==> config.mk <==
export PLATFORM = sky130hd
export DESIGN_NAME = region_verify_buffer
export DESIGN_NICKNAME = d
export VERILOG_FILES = /design/src/rtl/region_verify_buffer.sv
export SDC_FILE = /design/constraint.sdc
export NUM_CORES = 1
export LEC_CHECK = 0
export CORE_MARGIN = 8
export CORE_UTILIZATION = 30
export DETAILED_ROUTE_END_ITERATION = 8
export SLEW_MARGIN = 10
export SYNTH_ARGS = -nofsm -noshare
export SYNTH_HDL_FRONTEND = slang
export SYNTH_SLANG_ARGS = --single-unit
==> constraint.sdc <==
create_clock -name clk -period 15.4 [get_ports clk]
set_input_delay 3.08 -clock clk [delete_from_list [all_inputs] [get_ports clk]]
set_output_delay 3.08 -clock clk [all_outputs]
set_load 0.02 [all_outputs]
==> src/rtl/region_verify_buffer.sv <==
module region_verify_buffer #(
  parameter int PC_W = 32,
  parameter int SQ_W = 6,
  parameter int DLY = 30,
  parameter int DEPTH = 14,
  parameter logic [PC_W-1:0] RESET_PC = '0
) (
  input  logic            clk,
  input  logic            rst_n,
  input  logic            bnd_valid,
  input  logic [PC_W-1:0] bnd_pc,
  input  logic [SQ_W-1:0] bnd_sq_tail,
  input  logic            err_valid,
  output logic            stall,
  output logic            verify_valid,
  output logic [SQ_W-1:0] verify_ptr,
  output logic [PC_W-1:0] recovery_pc,
  output logic            redirect_valid,
  output logic [PC_W-1:0] redirect_pc
);
  localparam int TW = $clog2(DLY + 1);
  localparam int IW = (DEPTH > 1) ? $clog2(DEPTH) : 1;
  localparam int CW = $clog2(DEPTH + 1);

  logic [PC_W-1:0] pc_q  [DEPTH];
  logic [SQ_W-1:0] ptr_q [DEPTH];
  logic [TW-1:0]   rt_q  [DEPTH];
  logic [IW-1:0]   rd, wr;
  logic [CW-1:0]   cnt;
  logic [TW-1:0]   to_wait, has_waited;
  logic [PC_W-1:0] rec_pc;

  function automatic logic [IW-1:0] nxt(input logic [IW-1:0] i);
    return (i == IW'(DEPTH - 1)) ? '0 : i + IW'(1);
  endfunction

  wire expire = (cnt != '0) && (to_wait == '0);
  wire full   = (cnt == CW'(DEPTH));
  assign stall          = full && !expire;
  assign verify_valid   = expire && !err_valid;
  assign verify_ptr     = ptr_q[rd];
  assign recovery_pc    = rec_pc;
  assign redirect_valid = err_valid;
  assign redirect_pc    = rec_pc;

  wire pop  = verify_valid;
  wire push = bnd_valid && !stall && !err_valid;

  wire [TW-1:0] rt_next = rt_q[nxt(rd)];
  wire [TW-1:0] tw_u    = (pop ? rt_next : to_wait) - TW'(1);
  wire [TW-1:0] hw_u    = pop ? has_waited - rt_next : has_waited;
  wire          empty_u = (cnt == '0) || (pop && cnt == CW'(1));
  wire [TW-1:0] rt_new  = empty_u ? '0 : TW'(DLY) - hw_u - tw_u;

  always_ff @(posedge clk) begin
    if (!rst_n) begin
      rd <= '0;
      wr <= '0;
      cnt <= '0;
      to_wait <= '0;
      has_waited <= '0;
      rec_pc <= RESET_PC;
    end else if (err_valid) begin
      rd <= wr;
      cnt <= '0;
      has_waited <= '0;
    end else begin
      if (pop) begin
        rd <= nxt(rd);
        rec_pc <= pc_q[rd];
      end
      if (push) wr <= nxt(wr);
      if (push && empty_u) begin
        to_wait <= TW'(DLY);
        has_waited <= '0;
      end else if (push) begin
        to_wait <= tw_u;
        has_waited <= TW'(DLY) - tw_u;
      end else if (cnt != '0) begin
        to_wait <= tw_u;
        has_waited <= hw_u;
      end
      cnt <= cnt + CW'(push) - CW'(pop);
    end
  end

  always_ff @(posedge clk) begin
    if (push) begin
      pc_q[wr]  <= bnd_pc;
      ptr_q[wr] <= bnd_sq_tail;
      rt_q[wr]  <= rt_new;
    end
  end

  assert_timer_bound_R3: assert property (@(posedge clk) disable iff (!rst_n)
    (cnt != '0) |-> ({1'b0, to_wait} + {1'b0, has_waited} <= (TW+1)'(DLY)));
  assert_no_overflow_R6: assert property (@(posedge clk) disable iff (!rst_n)
    cnt <= CW'(DEPTH));
  assert_err_clears_R5: assert property (@(posedge clk) disable iff (!rst_n)
    err_valid |=> (!verify_valid && !stall));
  assert_rec_hold_R4: assert property (@(posedge clk) disable iff (!rst_n)
    !verify_valid |=> $stable(recovery_pc));
  assert_rec_load_R4: assert property (@(posedge clk) disable iff (!rst_n)
    verify_valid |=> (recovery_pc == $past(pc_q[rd])));
endmodule

==> results.sh <==
export IMPL_cp_buffers_inverters=4
export IMPL_syn_nets=1410
export IMPL_leakagePower_nw=9.35
export IMPL_synthArstFlopShare=0
export IMPL_cts_setup_buffers=0
export IMPL_path_cells="clkdlybuf4s50_1 -> nand2b_2 -> inv_2 -> buf_4 -> clkdlybuf4s50_1"
export IMPL_first_iter_violations=870
export IMPL_avgSynthCellArea_um2=19.4
export IMPL_crit_type="in2out"
export IMPL_ys_types=64
export IMPL_crit_path_top_delay_cell="clkdlybuf4s50_1"
export IMPL_rsz0062_at_grt="no"
export IMPL_antenna_found_initial=4
export IMPL_grt_usage=0.117
export IMPL_finalHoldViolCount=0
export IMPL_period_share=0.554
export IMPL_port_buffers=114
export IMPL_yosysWarnings=0
export IMPL_cts_tree="built"
export IMPL_cts_inserted_buffers=66
export IMPL_slew_limit_headroom=0.220
export IMPL_cp_common_cell="clkdlybuf4s50_1"
export IMPL_arrival_ps=5450
export IMPL_fp_dieH_um=311
export IMPL_netlist_area_mm2=0.0262
export IMPL_drv_slew=0
export IMPL_clk_pin_slew_worst_paths_ps=60
export IMPL_drc_errors=0
export IMPL_synth_edff_count=602
export IMPL_grt_pass1_vias=13566
export IMPL_vias=12804
export IMPL_clock_latency_ps=600
export IMPL_layout_min_cycle_time_ps=8530
export IMPL_cts_num_sinks=660
export IMPL_cp_end_kind="primary output"
export IMPL_netlist_instances=1349
export IMPL_synthFlopType="edfxtp_1"
export IMPL_dp_cells=2541
export IMPL_irDropWorstVdd_mv=0.0829
export IMPL_dp_hpwl_um=31500
export IMPL_drive_gt1_frac=0.231
export IMPL_core_mm2=0.0866
export IMPL_grt_pass1_wl_um=86900
export IMPL_gr_total_overflow=0
export IMPL_yosysSeqAreaShare=0.735
export IMPL_initial_core_util=0.302
export IMPL_num_rows=108
export IMPL_synthToLayoutAreaGrowth_pct=17.2
export IMPL_clockBufferDepth=3
export IMPL_postRouteAntennaNets=0
export IMPL_cts_root_buf="clkbuf_16"
export IMPL_status="completed"
export IMPL_nNetsFinal=1515
export IMPL_critical_path_top_delay_family="buffers and inverters"
export IMPL_tns_ps=0
export IMPL_power_density_mw_per_mm2=127
export IMPL_grt_max_degree=59
export IMPL_final_cell_mix="602 x edfxtp_1, 153 x mux4_2, 113 x clkdlybuf4s50_1, 100 x nand2_1, 68 x clkbuf_16"
export IMPL_cpPeakStageDelay_ps=750
export IMPL_dieArea_mm2=0.0970
export IMPL_synth_seq_cells=660
export IMPL_final_common_cell="edfxtp_1"
export IMPL_final_cells=2662
export IMPL_hp_class="reg2reg"
export IMPL_crit_path_start_kind="primary input"
export IMPL_dr_pass1_iters=5
export IMPL_htreeDepth=3
export IMPL_cts_resized=0
export IMPL_wl_per_cell_um=21.7
export IMPL_avgViaCountPerCell=4.81
export IMPL_worst_slew_pin_slew_ps=1160
export IMPL_maxCapViolCount=0
export IMPL_gp_congestion=0.784
export IMPL_finalSetupViolCount=0
export IMPL_die_w_um=311
export IMPL_path_max_fanout=41
export IMPL_finClkSkew_ps=18.8
export IMPL_ios=115
export IMPL_crit_required_ps=12320
export IMPL_hold_buffers=0
export IMPL_fmax_mhz=117
export IMPL_wirelength_um=57700
[final timing paths]
kind | depth (start not counted) | slack, ps | start | endpoint
max | 5 | 6870 | err_valid | verify_valid
min | 2 | 480 | recovery_pc[6] | recovery_pc[6]
max reg2reg | 15 | 9190 | rd[0] | rt_q[5][4]
min reg2reg | 2 | 480 | recovery_pc[6] | recovery_pc[6]
[metal layers]
layer,vias up,GRT usage,share of wire,routed length [um]
met3,88,0.0224,0.057,3320
met5,-,0,0.00040,23
met4,4,0.0351,0.020,1170
met1,6727,0.147,0.41,23600
met2,390,0.205,0.51,29500
li1,5595,-,-,-
[registers in the layout, indices dropped and copies added, names as in the netlist, named ones only]
register	count
cnt	4
has_waited	5
pc_q	448
ptr_q	84
rd	4
recovery_pc	32
rt_q	70
to_wait	5
wr	4
[metrics by stage]
step	setup slack (ps)	hold slack, ps	instance area, um^2	utilization	total power [mW]
global route	6760	512	30700	0.354	4.04
CTS	6850	491	30700	0.354	3.95
global placement	6880	479	28500	0.329	2.32
detailed placement	6860	482	28500	0.329	2.33
finish	6870	483	30700	0.354	3.91
floorplan	7010	527	26200	-	2.23
[cells by family (layout without fill, tap and decap cells)]
kind of cell | count (synthesis) | in the layout | share of synthesized area
flops | 660 | 660 | 0.735
mux | 210 | 210 | 0.155
simple gates | 190 | 190 | 0.0334
compound gates | 130 | 130 | 0.0350
buf+inv | 124 | 281 | 0.0250
fa+ha+maj | 20 | 20 | 0.0103
xor+xnor | 15 | 15 | 0.00583
other cells | 0 | 1 | 0
[cell type report]
cell class	instances	area (um^2)
Fill cell	8008	55900
Timing Repair Buffer	138	1320
Sequential cell	660	19300
Inverter	23	86.3
Clock buffer	83	1770
Multi-Input combinational cell	565	6380
Clock inverter	37	437
Antenna cell	1	2.50
Tap cell	1155	1450
[worst reg2reg max path, cell delays in order, from the launching register on]
cell,delay (ps)
dfxtp_4,730
ha_1,600
nand2_1,140
a21oi_1,850
o21ai_0,440
mux2_2,380
ha_1,190
inv_1,110
fa_1,430
mux2i_1,340
inv_1,110
fa_1,440
inv_1,90
o211ai_1,120
a21o_1,180
mux2i_1,740
[power breakdown]
group / leakage (nW) / total (mW) / switching, mW / internal (mW)
Sequential: 5.91 / 2.00 / 0.0198 / 1.98
Combinational: 2.38 / 0.287 / 0.155 / 0.132
Clock: 1.06 / 1.62 / 0.663 / 0.956
Total: 9.35 / 3.91 / 0.839 / 3.07
[cell usage after synthesis, drive strengths merged (16+ instances only)]
| master | n | share of area |
|---|---|---|
| nand2 | 100 | 0.014 |
| dfxtp | 58 | 0.044 |
| mux2 | 41 | 0.018 |
| o21ai | 19 | 0.0036 |
| buf | 72 | 0.018 |
| a21oi | 26 | 0.0050 |
| mux2i | 16 | 0.0061 |
| mux4 | 153 | 0.13 |
| a21boi | 33 | 0.0095 |
| inv | 22 | 0.0032 |
| ha | 16 | 0.0076 |
| edfxtp | 602 | 0.69 |
| clkbuf | 29 | 0.0042 |
| nor2 | 38 | 0.0054 |
(Power assumes the default switching activity.)
